`src/rtl/picker_pkg.sv`:
```
package picker_pkg;
  typedef enum bit {OUT_COMB = 1'b0, OUT_REG = 1'b1} out_mode_e;
  localparam int unsigned DEF_UNITS = 8;
  localparam int unsigned DEF_BUSES = 3;
endpackage

```
`src/rtl/prio_enc.sv`:
```
module prio_enc #(
  parameter int unsigned W  = 8,
  localparam int unsigned IW = (W > 1) ? $clog2(W) : 1
) (
  input  logic [W-1:0]  vec_i,
  output logic [IW-1:0] idx_o,
  output logic          found_o
);
  // scan downward so the lowest set bit is written last and wins
  always_comb begin
    idx_o   = '0;
    found_o = 1'b0;
    for (int i = W - 1; i >= 0; i--) begin
      if (vec_i[i]) begin
        idx_o   = IW'(i);
        found_o = 1'b1;
      end
    end
  end
endmodule

```
`src/rtl/idx_dec.sv`:
```
module idx_dec #(
  parameter int unsigned W  = 8,
  localparam int unsigned IW = (W > 1) ? $clog2(W) : 1
) (
  input  logic [IW-1:0] idx_i,
  input  logic          en_i,
  output logic [W-1:0]  onehot_o
);
  always_comb begin
    onehot_o = '0;
    for (int i = 0; i < W; i++) begin
      if (en_i && (idx_i == IW'(i))) onehot_o[i] = 1'b1;
    end
  end
endmodule

```
`src/rtl/pick_stage.sv`:
```
module pick_stage #(
  parameter int unsigned W = 8
) (
  input  logic [W-1:0] avail_i,
  output logic [W-1:0] grant_o,
  output logic         valid_o,
  output logic [W-1:0] rest_o
);
  localparam int unsigned IW = (W > 1) ? $clog2(W) : 1;

  logic [IW-1:0] win_idx;
  logic          win_found;

  prio_enc #(.W(W)) u_enc (
    .vec_i   (avail_i),
    .idx_o   (win_idx),
    .found_o (win_found)
  );

  idx_dec #(.W(W)) u_dec (
    .idx_i    (win_idx),
    .en_i     (win_found),
    .onehot_o (grant_o)
  );

  assign valid_o = win_found;
  assign rest_o  = avail_i & ~grant_o;
endmodule

```
`src/rtl/multi_bus_picker.sv`:
```
module multi_bus_picker
  import picker_pkg::*;
#(
  parameter int unsigned NUM_UNITS = DEF_UNITS,
  parameter int unsigned NUM_BUSES = DEF_BUSES,
  parameter out_mode_e   OUT_MODE  = OUT_REG
) (
  input  logic                           clk_i,
  input  logic                           rst_ni,
  input  logic [NUM_UNITS-1:0]           req_i,
  output logic [NUM_BUSES*NUM_UNITS-1:0] grant_o,
  output logic [NUM_BUSES-1:0]           valid_o
);
  localparam int unsigned GW = NUM_BUSES * NUM_UNITS;

  logic [NUM_UNITS-1:0] avail [NUM_BUSES+1];
  logic [GW-1:0]        grant_c;
  logic [NUM_BUSES-1:0] valid_c;

  assign avail[0] = req_i;

  for (genvar b = 0; b < NUM_BUSES; b++) begin : g_stage
    pick_stage #(.W(NUM_UNITS)) u_stage (
      .avail_i (avail[b]),
      .grant_o (grant_c[b*NUM_UNITS +: NUM_UNITS]),
      .valid_o (valid_c[b]),
      .rest_o  (avail[b+1])
    );
  end

  if (OUT_MODE == OUT_REG) begin : g_reg
    logic [GW-1:0]        grant_q;
    logic [NUM_BUSES-1:0] valid_q;
    always_ff @(posedge clk_i or negedge rst_ni) begin
      if (!rst_ni) begin
        grant_q <= '0;
        valid_q <= '0;
      end else begin
        grant_q <= grant_c;
        valid_q <= valid_c;
      end
    end
    assign grant_o = grant_q;
    assign valid_o = valid_q;
  end else begin : g_comb
    assign grant_o = grant_c;
    assign valid_o = valid_c;
  end
endmodule

```
`config.mk`:
```
export PLATFORM = sky130hd
export DESIGN_NAME = multi_bus_picker
export DESIGN_NICKNAME = d
export VERILOG_FILES = /design/src/rtl/picker_pkg.sv /design/src/rtl/prio_enc.sv /design/src/rtl/idx_dec.sv /design/src/rtl/pick_stage.sv /design/src/rtl/multi_bus_picker.sv
export SDC_FILE = /design/constraint.sdc
export NUM_CORES = 1
export LEC_CHECK = 0
export BUFFER_PORTS_ARGS = -buffer_cell sky130_fd_sc_hd__buf_2
export CORE_MARGIN = 3
export CORE_UTILIZATION = 51
export DETAILED_ROUTE_END_ITERATION = 8
export PLACE_DENSITY = 0.83
export SYNTH_ARGS = -nofsm -noshare
export SYNTH_HDL_FRONTEND = slang
export SYNTH_SLANG_ARGS = --single-unit
```
`constraint.sdc`:
```
create_clock -name clk_i -period 0.8 [get_ports clk_i]
set_input_delay 0.16 -clock clk_i [delete_from_list [all_inputs] [get_ports clk_i]]
set_output_delay 0.16 -clock clk_i [all_outputs]
set_load 0.1 [all_outputs]
```
==> impl_metrics.json, run 1 <==
{
  "die_y_um": 56.9,
  "netlist_area_mm2": 0.00132,
  "status": "did not finish",
  "dp_hpwl_mm": 3.63,
  "place.gp.congestion": 0.934,
  "initial_utilization": 0.564,
  "io_buffers": 36,
  "failing_step": "clock tree synthesis",
  "numCtsBuffers": 3,
  "num_io_pins": 37,
  "synthArstFlopShare": 1.00,
  "rows": 17,
  "cts_resized": 33,
  "synth_edf_count": 0,
  "fp.dieW_um": 56.9,
  "clockRootBuffer": "clkbuf_4",
  "first-error": "[ERROR DPL-0038] Utilization greater than 100%, impossible to legalize",
  "yosysUniqueCellTypes": 43,
  "ys_ff_latch": 27,
  "postSynthCellCount": 127,
  "synth_ff_type": "dfrtp_1",
  "ys_warn_count": 0,
  "syn_area_per_cell_um2": 10.4,
  "clockBufferDepth": 2,
  "hold_buffers": 1,
  "clock_tree.htree_level_count": 1,
  "clkSinkCount": 27,
  "ys_seq_area_frac": 0.512,
  "cts_setup_buffers": 5
}
Yosys cell counts (all sizes together), types with 2 or more instances:
cell / n / area share
a21oi: 7 / 0.027
nor4b: 2 / 0.025
and3: 3 / 0.014
buf: 4 / 0.025
inv: 3 / 0.0085
or3: 3 / 0.014
nor3: 6 / 0.027
or2: 3 / 0.014
xor2: 2 / 0.013
a211oi: 4 / 0.023
maj3: 2 / 0.015
nor2: 12 / 0.034
nor2b: 2 / 0.0095
clkbuf: 6 / 0.017
nand2: 5 / 0.014
dfrtp: 27 / 0.51
and2: 2 / 0.0095
nor3b: 2 / 0.011
nor4: 3 / 0.026
o31a: 4 / 0.027
o21a: 3 / 0.023
o21ai: 8 / 0.033
through the flow:
step                cell area, um^2  setup WS, ps  instances  hold slack (ps)
floorplan                      1470         -1180        129             -136
global placement               2230         -1240        211              110
detailed placement             2230         -1390        211              130
cells by family after synthesis:
logic type / Yosys count / synth area share
and+or+nand+nor: 49 / 0.231
AOI/OAI and AO/OA: 32 / 0.168
DFF: 27 / 0.512
muxes: 1 / 0.00758
other: 1 / 0.00284
xor gates and xnor gates: 2 / 0.0133
adders and majority gates: 2 / 0.0152
buffers and inverters: 13 / 0.0502
==> run 2, diff against run 1 <==
Settings changed: CORE_AREA from default to 3 3 64 66, CORE_MARGIN 3 to default, CORE_UTILIZATION 51 to default, DIE_AREA from default to 0 0 67 69, PLACE_DENSITY 0.83 to default, PLACE_DENSITY_LB_ADDON from default to 0.15.
==> impl_metrics.json, run 2 <==
{
  "status": "complete, but fails checks",
  "violations": "negative setup slack",
  "area_delta_synth_final_pct": 105,
  "clkSinkCount": 27,
  "clk_pin_slew_ps": 90,
  "clkPwrFrac": 0.195,
  "post_synth_xor_area_fraction": 0.0133,
  "io_buffers": 36,
  "p_leak_nw": 1.11,
  "peakVddDrop_uv": 873,
  "grt_max_degree": 28,
  "synth.largest_area_cell": "dfrtp_1",
  "netlist_area_mm2": 0.00132,
  "antenna_cells": 0,
  "place.gp.congestion": 0.846,
  "synth-compound-area-share": 0.168,
  "cp_cell_sequence": "buf_6 -> or3_4 -> o31a_1 -> or2_1 -> a22o_1 -> or3b_1",
  "antenna_left": 0,
  "switchingPower_w": 0.00145,
  "p_per_area_mw_per_mm2": 1470,
  "fp.dieW_um": 67,
  "final_cell_area_mm2": 0.00271,
  "cts_tree": "yes",
  "initial_utilization": 0.363,
  "critical_path.startpoint": "req_i[0]",
  "grt_pass1_wl_mm": 6.43,
  "num_io_pins": 37,
  "power_frac_comb": 0.419,
  "layout_commonest_cell": "buf_4",
  "cap_violations": 0,
  "crit_buf_inv": 1,
  "drc": 0,
  "track_usage": 0.183,
  "synth_ff_type": "dfrtp_1",
  "ys_top_cells_by_count": "27 x dfrtp_1, 12 x nor2_1, 7 x a21oi_1, 7 x o21ai_0, 6 x clkbuf_1",
  "die_y_um": 69,
  "dp_hpwl_mm": 2.68,
  "dr.pass1.iters": 4,
  "fmax_mhz": 554,
  "vias": 1259,
  "numCtsBuffers": 3,
  "synth_edf_count": 0,
  "yosysUniqueCellTypes": 43,
  "rsz0062_at_grt": "yes",
  "internal_power_w": 0.00252,
  "hold_viol_final": 0,
  "ys_seq_area_frac": 0.512,
  "drt-vias-per-instance": 4.98,
  "synth_top_family_by_area": "simple AND/OR/NAND/NOR gates",
  "p_seq_frac": 0.386,
  "setup_slack_ps": -1010,
  "yosys-top-cells-area": "dfrtp_1 51%, nor2_1 3.4%, a21oi_1 2.7%, o21ai_0 2.7%, o31a_1 2.7%",
  "slew_violations": 0,
  "clockRootBuffer": "clkbuf_8",
  "fin_nets": 216,
  "drt_iter0_drc": 34,
  "synthSimpleGateAreaFrac": 0.231,
  "syn_area_per_cell_um2": 10.4,
  "setup.worst_path.class": "in2reg",
  "synthMuxAreaShare": 0.00758,
  "clockBufferDepth": 2,
  "wl_mm": 4.02,
  "cp.required_ps": 950,
  "fin_crit_ps": 1810,
  "critPathTopFamily": "simple AND/OR/NAND/NOR gates",
  "slowest_stage": "or3_4",
  "holdWs_ps": 152,
  "setup-violations-final": 40,
  "core_region_area_mm2": 0.00363,
  "swShare": 0.366,
  "first_global_vias": 1273,
  "ys_warn_count": 0,
  "synth_most_common_cell": "dfrtp_1",
  "critPathCaptureType": "register",
  "placed_area_mm2": 0.00230,
  "synthArstFlopShare": 1.00,
  "overflow": 0,
  "design.die.area_mm2": 0.00462,
  "synth_top_area_frac": 0.512,
  "postSynthCellCount": 127,
  "fin_crit_sh": 2.26,
  "largest_reg_flops": 24,
  "clock_tree.htree_level_count": 1,
  "mostFrequentLayoutCells": "34 x buf_4, 29 x buf_12, 27 x dfrtp_4, 12 x buf_6, 6 x nor2_1",
  "hold_start": "req_i[0]",
  "ys_ff_latch": 27,
  "rows": 22,
  "antenna_found_initial": 0,
  "synth_fa_ha_area_frac": 0.0152,
  "post_drt_wl_per_cell_um": 15.9,
  "critPathMaxStageDelay_ps": 420,
  "hold_path.class": "in2reg",
  "drive_gt1_frac": 0.707,
  "worstPathMaxFanout": 5,
  "post-place-ws_ps": -1330,
  "arrival_ps": 1960,
  "cp-start-kind": "primary input"
}
==> run 2: cell counts after synthesis <==
No cell type changed its count.
==> run 2: final timing paths <==
check / to / depth (start not counted)
min in group asynchronous: grant_o[0] / 3
worst min-delay path: grant_o[0] / 2
worst max-delay path: valid_o[2] / 6
max in group asynchronous: grant_o[22] / 3
==> run 2: cell type report <==
type / instances / area [um^2]
timing repair buffer: 81 / 1020
fill: 227 / 926
multi-input combinational: 90 / 798
sequential: 27 / 777
tap: 48 / 60.1
clock buffer: 4 / 45.0
inverter: 3 / 11.3
==> run 2: kinds of logic after synthesis <==
| kind of cell | Yosys count |
|---|---|
| flip-flops | 27 |
| XOR/XNOR | 2 |
| AO/OA/AOI/OAI | 32 |
| AND/OR/NAND/NOR | 49 |
| other | 1 |
| multiplexers | 1 |
| adder cells (fa/ha/maj) | 2 |
| buffers and inverters | 13 |
==> run 2: timing repair <==
action,CTS,global route
hold endpoints to repair,27,0
hold buffers,1,0
pin swaps,14,11
cloned,1,0
setup buffers,7,4
gates resized for setup,29,29
endpoints found under the setup margin,42,42
==> run 2: layer usage <==
metal  wire, um  part of all wire  vias up  GRT usage
met5          0                 0        -          0
met1       1550              0.39      609      0.221
li1           -                 -      605          -
met2       2210              0.55       36      0.309
met3        138             0.034        9     0.0293
met4        127             0.032        0     0.0856
==> run 2: metrics by stage <==
| stage | cells | total power, W | utilization | TNS (ps) |
|---|---|---|---|---|
| 2_1_floorplan | 129 | 0.00238 | - | -10740 |
| 3_3_place_gp | 237 | 0.00293 | 0.634 | -14320 |
| 3_5_place_dp | 237 | 0.00297 | 0.634 | -15680 |
| 4_1_cts | 250 | 0.00384 | 0.702 | -16580 |
| 5_1_grt | 253 | 0.00410 | 0.745 | -17540 |
| 6_report | 253 | 0.00397 | 0.745 | -16440 |
==> run 2: power groups by stage <==
| stage | logic (W) | clock network, W | registers, W |
|---|---|---|---|
| 2_1_floorplan | 0.000320 | 0 | 0.00206 |
| 3_3_place_gp | 0.00137 | 0 | 0.00157 |
| 3_5_place_dp | 0.00140 | 0 | 0.00157 |
| 4_1_cts | 0.00153 | 0.000777 | 0.00154 |
| 5_1_grt | 0.00174 | 0.000826 | 0.00154 |
| 6_report | 0.00166 | 0.000776 | 0.00153 |
Note: power is estimated with default switching activity, not from simulation.
==> run 3, diff against run 2 <==
Settings changed: ABC_AREA from default to 1, CORE_AREA 3 3 64 66 to 2 2 63 65, DIE_AREA 0 0 67 69 to 0 0 65 67.
==> impl_metrics.json, run 3 <==
{
  "clk_pin_slew_ps": 90,
  "numCtsBuffers": 3,
  "ys_seq_area_frac": 0.507,
  "violations": "negative setup slack",
  "synth_edf_count": 0,
  "clockBufferDepth": 2,
  "p_leak_nw": 1.44,
  "syn_area_per_cell_um2": 8.94,
  "initial_utilization": 0.370,
  "die_y_um": 67,
  "dr_wl_met3_um": 169,
  "synth_most_common_cell": "nand2_1",
  "arrival_ps": 2260,
  "crit_buf_inv": 5,
  "fin_crit_sh": 2.58,
  "final_cell_area_mm2": 0.00297,
  "design.die.area_mm2": 0.00436,
  "synth_top_area_frac": 0.507,
  "area_delta_synth_final_pct": 123,
  "rows": 22,
  "drc": 0,
  "layout_commonest_cell": "buf_4",
  "overflow": 0,
  "fin_crit_ps": 2060,
  "cp-start-kind": "primary input",
  "dr.pass1.iters": 4,
  "cap_violations": 0,
  "post_drt_wl_per_cell_um": 15.9,
  "clockRootBuffer": "clkbuf_8",
  "core_region_area_mm2": 0.00361,
  "largest_reg_flops": 24,
  "fmax_mhz": 485,
  "place.gp.congestion": 0.838,
  "antenna_found_initial": 0,
  "hold_viol_final": 0,
  "post-place-ws_ps": -1350,
  "placed_area_mm2": 0.00243,
  "ys_top_cells_by_count": "33 x nand2_1, 27 x dfrtp_1, 21 x inv_1",
  "cp_common_cell": "nand2_2",
  "dr_wl_met2_mm": 2.71,
  "wl_mm": 4.73,
  "critPathTopFamily": "simple AND/OR/NAND/NOR gates",
  "postSynthCellCount": 149,
  "first_global_vias": 1492,
  "hold_path.class": "in2reg",
  "peakVddDrop_uv": 747,
  "slowest_stage": "a21oi_4",
  "setup-violations-final": 45,
  "drt_iter0_drc": 52,
  "drt-vias-per-instance": 4.67,
  "antenna_left": 0,
  "highest_layer": "met4",
  "clock_tree.htree_level_count": 1,
  "ys_ff_latch": 27,
  "status": "complete, but fails checks",
  "mostFrequentLayoutCells": "41 x buf_4, 28 x buf_12, 26 x dfrtp_4, 25 x nand2_2, 22 x buf_6",
  "setup.worst_path.class": "in2reg",
  "critPathCaptureType": "register",
  "cp_cell_sequence": "buf_8 -> nor2_4 -> nand2_4 -> nor2_8 -> inv_2 -> nand2_2 -> inv_2 -> nor2_4 -> nor2_4 -> a21oi_4 -> buf_6 -> nand3_4 -> nand2_2 -> inv_2 -> nand2_2 -> nand2_2 -> nand2_2 -> nand2_2 -> nand2_1 -> nand2_1 -> nor2_1",
  "wl_met1_mm": 1.68,
  "holdWs_ps": 123,
  "setup_slack_ps": -1260,
  "track_usage": 0.211,
  "ys_warn_count": 0,
  "dp_hpwl_mm": 2.58,
  "p_per_area_mw_per_mm2": 1440,
  "worstPathMaxFanout": 5,
  "cp.required_ps": 1000,
  "num_io_pins": 37,
  "cts_tree": "yes",
  "grt_max_degree": 28,
  "fin_nets": 261,
  "drive_gt1_frac": 0.864,
  "grt_pass1_wl_mm": 6.95,
  "yosysUniqueCellTypes": 24,
  "synthArstFlopShare": 1.00,
  "clkSinkCount": 27,
  "power_w": 0.00428,
  "synth_ff_type": "dfrtp_1",
  "netlist_area_mm2": 0.00133,
  "rsz0062_at_grt": "yes",
  "slew_violations": 0,
  "critPathMaxStageDelay_ps": 260,
  "synth.largest_area_cell": "dfrtp_1",
  "tns_ps": -21920,
  "yosys-top-cells-area": "dfrtp_1 51%, nand2_1 9.3%, inv_1 5.9%, nor2_4 5.1%, nand2_2 4.7%",
  "antenna_cells": 0,
  "vias": 1393,
  "io_buffers": 36,
  "fp.dieW_um": 65
}
==> run 3: repair_timing <==
action,in CTS,in global routing
buffers inserted,23,6
endpoints found under the hold margin,27,0
resized for setup,64,36
endpoints found under the setup margin,44,46
hold buffers,1,0
pin swaps,24,31
==> run 3: cell type report <==
| type | instances | area (um^2) |
|---|---|---|
| Clock buffer | 4 | 45.0 |
| Fill cell | 184 | 634 |
| Inverter | 37 | 156 |
| Multi-Input combinational cell | 86 | 759 |
| Sequential cell | 27 | 774 |
| Tap cell | 48 | 60.1 |
| Timing Repair Buffer | 96 | 1180 |
==> run 3: report_power, final <==
part	leakage [nW]	internal, W	switching, W
Clock	0.0228	0.000357	0.000418
Sequential	0.305	0.00149	0.0000663
Combinational	1.11	0.000774	0.00118
==> run 3: path summary, 6_finish.rpt <==
path | startpoint | endpoint | slack, ps | depth (start not counted)
setup / recovery | req_i[2] | grant_o[22] | -1260 | 21
max in group asynchronous | rst_ni | grant_o[11] | 280 | 3
min in group asynchronous | rst_ni | grant_o[3] | 340 | 3
hold / removal | req_i[0] | grant_o[0] | 120 | 2
==> run 3: cell families after synthesis <==
logic type,share of synthesized area
buffers and inverters,0.109
AND/OR/NAND/NOR,0.351
AO/OA/AOI/OAI,0.0300
flip-flops,0.507
other,0.00281
==> run 3: routing by layer <==
| layer | global-route usage | up-vias |
|---|---|---|
| met5 | 0 | - |
| met4 | 0.0824 | 0 |
| met2 | 0.424 | 53 |
| met1 | 0.223 | 681 |
| li1 | - | 640 |
| met3 | 0.0186 | 19 |
==> run 3: metrics by stage <==
stage,cells,utilization
2_1_floorplan,151,-
3_3_place_gp,274,0.674
3_5_place_dp,274,0.674
4_1_cts,302,0.802
5_1_grt,298,0.824
6_report,298,0.824
